`src/rtl/mmt_pkg.sv`:
```
package mmt_pkg;
    typedef enum logic [2:0] {
        ST_STOP,
        ST_PWM_TO_B,
        ST_PWM_TO_A,
        ST_EVENT,
        ST_CAPTURE
    } mmt_state_e;

    localparam logic [1:0] SEL_CNT  = 2'd0;
    localparam logic [1:0] SEL_RA   = 2'd1;
    localparam logic [1:0] SEL_RB   = 2'd2;
    localparam logic [1:0] SEL_CTRL = 2'd3;

    localparam int CB_RUN   = 3;
    localparam int CB_EN_A  = 4;
    localparam int CB_EN_B  = 5;
    localparam int CB_PND_A = 6;
    localparam int CB_PND_B = 7;

    function automatic logic is_pwm(input logic [2:0] m);
        return m[2:1] == 2'b10;
    endfunction

    function automatic logic is_capture(input logic [2:0] m);
        return m[1];
    endfunction
endpackage

```
`src/rtl/mmt_pin_sync.sv`:
```
module mmt_pin_sync #(
    parameter int STAGES = 2
) (
    input  logic clk,
    input  logic rst_n,
    input  logic pin,
    output logic rise,
    output logic fall
);
    logic [STAGES-1:0] chain_q;
    logic              prev_q;

    generate
        for (genvar i = 0; i < STAGES; i++) begin : g_stage
            if (i == 0) begin : g_first
                always_ff @(posedge clk or negedge rst_n) begin
                    if (!rst_n) chain_q[0] <= 1'b0;
                    else        chain_q[0] <= pin;
                end
            end else begin : g_next
                always_ff @(posedge clk or negedge rst_n) begin
                    if (!rst_n) chain_q[i] <= 1'b0;
                    else        chain_q[i] <= chain_q[i-1];
                end
            end
        end
    endgenerate

    always_ff @(posedge clk or negedge rst_n) begin
        if (!rst_n) prev_q <= 1'b0;
        else        prev_q <= chain_q[STAGES-1];
    end

    assign rise = chain_q[STAGES-1] & ~prev_q;
    assign fall = ~chain_q[STAGES-1] & prev_q;
endmodule

```
`src/rtl/mmt_mode_fsm.sv`:
```
module mmt_mode_fsm
    import mmt_pkg::*;
(
    input  logic       clk,
    input  logic       rst_n,
    input  logic       run,
    input  logic [2:0] mode,
    input  logic       wrap,
    output logic       pwm_act,
    output logic       ev_act,
    output logic       cap_act,
    output logic       reload_b
);
    mmt_state_e state_q, state_d;

    always_comb begin
        state_d = state_q;
        if (!run) begin
            state_d = ST_STOP;
        end else if (is_pwm(mode)) begin
            unique case (state_q)
                ST_PWM_TO_B: state_d = wrap ? ST_PWM_TO_A : ST_PWM_TO_B;
                ST_PWM_TO_A: state_d = wrap ? ST_PWM_TO_B : ST_PWM_TO_A;
                default:     state_d = ST_PWM_TO_B;
            endcase
        end else if (is_capture(mode)) begin
            state_d = ST_CAPTURE;
        end else begin
            state_d = ST_EVENT;
        end
    end

    always_ff @(posedge clk or negedge rst_n) begin
        if (!rst_n) state_q <= ST_STOP;
        else        state_q <= state_d;
    end

    always_comb begin
        pwm_act  = 1'b0;
        ev_act   = 1'b0;
        cap_act  = 1'b0;
        reload_b = 1'b0;
        unique case (state_q)
            ST_STOP:     ;
            ST_PWM_TO_B: begin pwm_act = 1'b1; reload_b = 1'b1; end
            ST_PWM_TO_A: pwm_act = 1'b1;
            ST_EVENT:    ev_act  = 1'b1;
            ST_CAPTURE:  cap_act = 1'b1;
            default:     ;
        endcase
    end
endmodule

```
`src/rtl/mmt_timer.sv`:
```
module mmt_timer
    import mmt_pkg::*;
#(
    parameter int CNT_W       = 16,
    parameter int SYNC_STAGES = 2
) (
    input  logic             clk,
    input  logic             rst_n,
    input  logic             tick,
    input  logic             wr_en,
    input  logic [1:0]       wr_sel,
    input  logic [CNT_W-1:0] wr_data,
    input  logic [1:0]       rd_sel,
    output logic [CNT_W-1:0] rd_data,
    input  logic             pin_a,
    input  logic             pin_b,
    output logic             tog_out,
    output logic             irq_a,
    output logic             irq_b
);
    localparam int NPINS = 2;
    localparam int CTRL_W = 8;

    logic [CNT_W-1:0] cnt_q, ra_q, rb_q;
    logic [2:0]       mode_q;
    logic             run_q, en_a_q, en_b_q, pnd_a_q, pnd_b_q, tog_q;

    logic [NPINS-1:0] pins, rise, fall;
    assign pins = {pin_b, pin_a};

    generate
        for (genvar p = 0; p < NPINS; p++) begin : g_pin
            mmt_pin_sync #(.STAGES(SYNC_STAGES)) u_sync (
                .clk  (clk),
                .rst_n(rst_n),
                .pin  (pins[p]),
                .rise (rise[p]),
                .fall (fall[p])
            );
        end
    endgenerate

    logic pwm_act, ev_act, cap_act, reload_b;
    logic at_zero, dec, pwm_wrap, a_trig, b_trig;
    logic wr_cnt, wr_ra, wr_rb, wr_ctrl, set_a, set_b;

    assign wr_cnt  = wr_en && (wr_sel == SEL_CNT);
    assign wr_ra   = wr_en && (wr_sel == SEL_RA);
    assign wr_rb   = wr_en && (wr_sel == SEL_RB);
    assign wr_ctrl = wr_en && (wr_sel == SEL_CTRL);

    assign at_zero  = (cnt_q == '0);
    assign a_trig   = mode_q[2] ? fall[0] : rise[0];
    assign b_trig   = mode_q[0] ? fall[1] : rise[1];
    assign dec      = ((pwm_act || cap_act) && tick) || (ev_act && rise[0]);
    assign pwm_wrap = pwm_act && tick && at_zero;

    assign set_a = pwm_wrap || (ev_act && rise[0] && at_zero) || (cap_act && a_trig);
    assign set_b = ((pwm_act || ev_act) && rise[1]) || (cap_act && b_trig);

    mmt_mode_fsm u_fsm (
        .clk     (clk),
        .rst_n   (rst_n),
        .run     (run_q),
        .mode    (mode_q),
        .wrap    (pwm_wrap),
        .pwm_act (pwm_act),
        .ev_act  (ev_act),
        .cap_act (cap_act),
        .reload_b(reload_b)
    );

    always_ff @(posedge clk or negedge rst_n) begin
        if (!rst_n) begin
            cnt_q <= '0;
        end else if (wr_cnt) begin
            cnt_q <= wr_data;
        end else if (dec) begin
            if (pwm_act && at_zero) cnt_q <= reload_b ? rb_q : ra_q;
            else                    cnt_q <= cnt_q - 1'b1;
        end
    end

    always_ff @(posedge clk or negedge rst_n) begin
        if (!rst_n) begin
            ra_q <= '0;
            rb_q <= '0;
        end else begin
            if (wr_ra)                  ra_q <= wr_data;
            else if (cap_act && a_trig) ra_q <= cnt_q;
            if (wr_rb)                  rb_q <= wr_data;
            else if (cap_act && b_trig) rb_q <= cnt_q;
        end
    end

    always_ff @(posedge clk or negedge rst_n) begin
        if (!rst_n) begin
            mode_q  <= 3'b000;
            run_q   <= 1'b0;
            en_a_q  <= 1'b0;
            en_b_q  <= 1'b0;
            pnd_a_q <= 1'b0;
            pnd_b_q <= 1'b0;
            tog_q   <= 1'b0;
        end else begin
            if (wr_ctrl) begin
                mode_q <= wr_data[2:0];
                run_q  <= wr_data[CB_RUN];
                en_a_q <= wr_data[CB_EN_A];
                en_b_q <= wr_data[CB_EN_B];
            end
            if (set_a)                             pnd_a_q <= 1'b1;
            else if (wr_ctrl && !wr_data[CB_PND_A]) pnd_a_q <= 1'b0;
            if (set_b)                             pnd_b_q <= 1'b1;
            else if (wr_ctrl && !wr_data[CB_PND_B]) pnd_b_q <= 1'b0;
            if (pwm_wrap && mode_q == 3'b101)       tog_q <= ~tog_q;
        end
    end

    logic [CTRL_W-1:0] ctrl_word;
    assign ctrl_word = {pnd_b_q, pnd_a_q, en_b_q, en_a_q, run_q, mode_q};

    always_comb begin
        unique case (rd_sel)
            SEL_CNT: rd_data = cnt_q;
            SEL_RA:  rd_data = ra_q;
            SEL_RB:  rd_data = rb_q;
            default: rd_data = {{(CNT_W-CTRL_W){1'b0}}, ctrl_word};
        endcase
    end

    assign tog_out = tog_q;
    assign irq_a   = pnd_a_q & en_a_q;
    assign irq_b   = pnd_b_q & en_b_q;
endmodule

```
`config.mk`:
```
export PLATFORM = sky130hd
export DESIGN_NAME = mmt_timer
export DESIGN_NICKNAME = d
export VERILOG_FILES = /design/src/rtl/mmt_pkg.sv /design/src/rtl/mmt_pin_sync.sv /design/src/rtl/mmt_mode_fsm.sv /design/src/rtl/mmt_timer.sv
export SDC_FILE = /design/constraint.sdc
export NUM_CORES = 1
export LEC_CHECK = 0
export BUFFER_PORTS_ARGS = -buffer_cell sky130_fd_sc_hd__buf_2
export CAP_MARGIN = 40
export CORE_MARGIN = 5
export CORE_UTILIZATION = 40
export CTS_CLUSTER_DIAMETER = 120
export DETAILED_ROUTE_END_ITERATION = 8
export GPL_ROUTABILITY_DRIVEN = 0
export GPL_TIMING_DRIVEN = 0
export SYNTH_ARGS = -nofsm -noshare
export SYNTH_HDL_FRONTEND = slang
export SYNTH_SLANG_ARGS = --single-unit
```
`constraint.sdc`:
```
create_clock -name clk -period 1.83 [get_ports clk]
set_input_delay 0.366 -clock clk [delete_from_list [all_inputs] [get_ports clk]]
set_output_delay 0.366 -clock clk [all_outputs]
set_load 0.05 [all_outputs]
```
==> out/metrics.yaml <==
ys_seq_elements: 66
die_y_um: 112
postLayoutCellArea_um2: 5480
fmax_ghz: 0.509
syn-instance-count: 419
syn_area_um2: 4150
coreArea_um2: 10200
violations: "setup timing"
clock_latency_ns: 0.35
cts_sinks: 66
reg2regPathDepth: 7
synth_warnings: 0
reg2reg_from: "cnt_q[3]$_DFFE_PN0P_"
worst_pin_slew_ns: 0.750
hpwl_mm: 8.73
multi_input_area_um2: 2530
antenna_found_initial: 0
worst_hold_path.endpoint: "g_pin[1].u_sync.chain_q[0]$_DFF_PN0_"
diodes: 0
cp-startpoint: "cnt_q[3]$_DFFE_PN0P_"
synth.distinct_cells: 58
drtAntennaViolNets: 0
finClkSkew_ns: 0.00843
cp-start-kind: "flip-flop"
cellLeakagePower_nw: 2.40
holdCritStartpoint: "pin_b"
cp_max_fo: 7
maxCapViolCount: 0
drt_iter0_drc: 278
final_util_pct: 53.6
critPathCaptureType: "flip-flop"
async_flop_share_pct: 100
crit_type: "reg2reg"
io_buffers: 42
fin_ws_ns: -0.135
final-hold-violation-count: 0
fin_crit_sh_pct: 107
syn_to_final_growth_pct: 32.1
holdWs_ns: 0.122
slew_headroom_pct: 50.0
drv_slew: 0
cp.arrival_ns: 2.19
grt_pass1_vias: 3819
peakVddDrop_uv: 541
wl_mm: 13.3
nFillCells: 930
via_count: 3676
drive_above_1_share_pct: 39.1
grt_start_max_net_pins: 35
reg2reg_to: "cnt_q[12]$_DFFE_PN0P_"
synth_fp_nets: 447
min_path_type: "in2reg"
tritoncts: "done"
fp.dieW_um: 112
track_usage_pct: 21.7
clockBufferDepth: 2
syn_avg_cell_area_um2: 9.90
io_pins: 45
ys.flop_type: "dfrtp_1"
grt_pass1_wl_mm: 21.2
fin_tns_setup_ns: -1.55
status: "complete, but fails checks"
wl_per_cell_um: 20.5
fp.dieArea_um2: 12500
regArea_um2: 1670
placed_cell_area_um2: 4630
required_ns: 2.05
ys_seq_area_share_pct: 39.8
period_minus_slack_ns: 1.96
htreeDepth: 3
dr.pass1.iters: 5
fin_nets: 534
worst-r2r-setup-slack_ns: -0.13
p_per_area_nw_per_um2: 1430
path_clk_slew_ns: 0.07
vias_per_cell: 5.68
rsz0062_at_grt: "yes"
cts_buffers: 9
drc: 0
initial_utilization_pct: 40.6
synth-edff-count: 0
root_buffer: "clkbuf_8"
min_path_cells: 1
setup_viol_count_final: 23
overflow: 0
rows: 37
critical path, cell delays in order (launching register included):
cell	delay, ns
dfrtp_1	0.38
buf_6	0.14
nor4_4	0.30
buf_4	0.17
nand4_1	0.14
or3_4	0.44
a211oi_2	0.17
o31ai_1	0.11
what timing repair did:
| item | CTS | global route |
|---|---|---|
| hold endpoints to repair | 32 | 0 |
| hold buffers | 1 | 0 |
| pin swaps | 18 | 10 |
| endpoints found under the setup margin | 55 | 52 |
| gates resized for setup | 73 | 26 |
| cloned | 1 | 0 |
| setup buffers | 31 | 12 |
layout make-up:
| type | count | share of cell area, % |
|---|---|---|
| plain buffers | 27 | 3.54 |
| clock buffers | 11 | 2.58 |
| clock inverters | 5 | 1.41 |
| inverters | 2 | 0.137 |
| multi-input cells | 312 | 46.2 |
| flip-flops and latches | 66 | 30.4 |
| well taps | 136 | 3.10 |
| repair buffers | 88 | 12.6 |
flip-flops by register name (all words and copies together) (netlist names):
signal	flops
cnt_q	16
ra_q	16
rb_q	16
g_pin.u_sync.chain_q	4
mode_q	3
u_fsm.state_q	3
g_pin.u_sync.prev_q	2
en_a_q	1
en_b_q	1
pnd_a_q	1
pnd_b_q	1
run_q	1
tog_out	1
cells in the final DEF (no fill, tap or decap), types with 3 or more instances in the layout:
cell type / Yosys / final
clkbuf_8: 0 / 11
buf_2: 9 / 30
buf_4: 3 / 47
buf_6: 2 / 11
o21ai_0: 46 / 36
buf_8: 0 / 4
dfrtp_1: 66 / 52
nor2_1: 15 / 13
a211oi_2: 0 / 3
nand4_1: 5 / 5
clkbuf_1: 24 / 11
a221o_1: 5 / 5
nor4_4: 2 / 5
and3_1: 5 / 5
o2bb2ai_1: 3 / 3
clkbuf_4: 0 / 6
o21ai_4: 0 / 4
nand3b_1: 3 / 3
buf_12: 1 / 3
mux4_2: 7 / 8
mux2_2: 15 / 15
nand2_1: 56 / 56
xnor2_1: 8 / 8
xor2_1: 4 / 4
and2_1: 5 / 4
mux2i_1: 57 / 53
nand2b_1: 5 / 4
dfrtp_2: 0 / 14
mux2i_2: 0 / 3
a21oi_1: 5 / 4
o211ai_1: 8 / 8
o21ai_2: 0 / 5
nand3_1: 13 / 11
where the power goes:
group / switching [mW] / internal, mW
registers: 0.519 / 1.93
clock network: 0.601 / 0.801
logic: 2.12 / 1.86
total: 3.24 / 4.59
through the flow:
stage,cells,power (mW),setup WS (ns)
4_1_cts,639,7.61,-0.119
3_5_place_dp,598,5.45,-0.559
5_1_grt,647,8.27,-0.212
3_3_place_gp,597,5.36,-0.558
2_1_floorplan,419,4.67,-0.134
6_report,647,7.83,-0.135
worst max-delay path by stage:
stage	endpoint	slack [ns]	cells after the start
finish	cnt_q[12]$_DFFE_PN0P_	-0.13	7
floorplan	cnt_q[13]$_DFFE_PN0P_	-0.13	7
global placement	rd_data[14]	-0.56	6
detailed placement	rd_data[14]	-0.56	6
global route	cnt_q[13]$_DFFE_PN0P_	-0.21	7
CTS	cnt_q[13]$_DFFE_PN0P_	-0.12	7
cell families (layout without fill, tap and decap cells):
| logic type | count (synthesis) | in the layout | share of synthesized area [%] |
|---|---|---|---|
| buffers and inverters | 41 | 133 | 5.01 |
| adders and majority gates | 2 | 2 | 0.603 |
| xor gates and xnor gates | 12 | 12 | 2.53 |
| muxes | 80 | 80 | 22.3 |
| and+or+nand+nor | 135 | 135 | 17.2 |
| AOI/OAI and AO/OA | 83 | 83 | 12.6 |
| DFF | 66 | 66 | 39.8 |
Yosys cell counts (4+ instances only):
library cell  number  area (um^2)
clkbuf_1          24         90.1
o21ai_0           46          230
nand2_1           56          210
mux2_2            15          169
a21oi_1            5         25.0
dfrtp_1           66         1650
a221o_1            5         50.1
and3_1             5         31.3
xor2_1             4         35.0
mux2i_1           57          571
nor4_1             4         25.0
nor2_1            15         56.3
nor3_1             5         25.0
mux4_2             7          158
o211ai_1           8         60.1
nand2b_1           5         31.3
nand3_1           13         65.1
xnor2_1            8         70.1
nand4_1            5         31.3
buf_2              9         45.0
and2_1             5         31.3
layer usage:
layer  share of wire [%]  wire, um  vias to the layer above  global-route usage [%]
met2                  48      6370                      112                    35.6
met1                  45      5950                     1842                    28.6
li1                    -         -                     1699                       -
met3                 5.5       734                       23                    5.82
met5                   0         0                        -                       0
met4                 1.8       233                        0                    5.03
No activity file was read; power rests on OpenSTA's default activity.
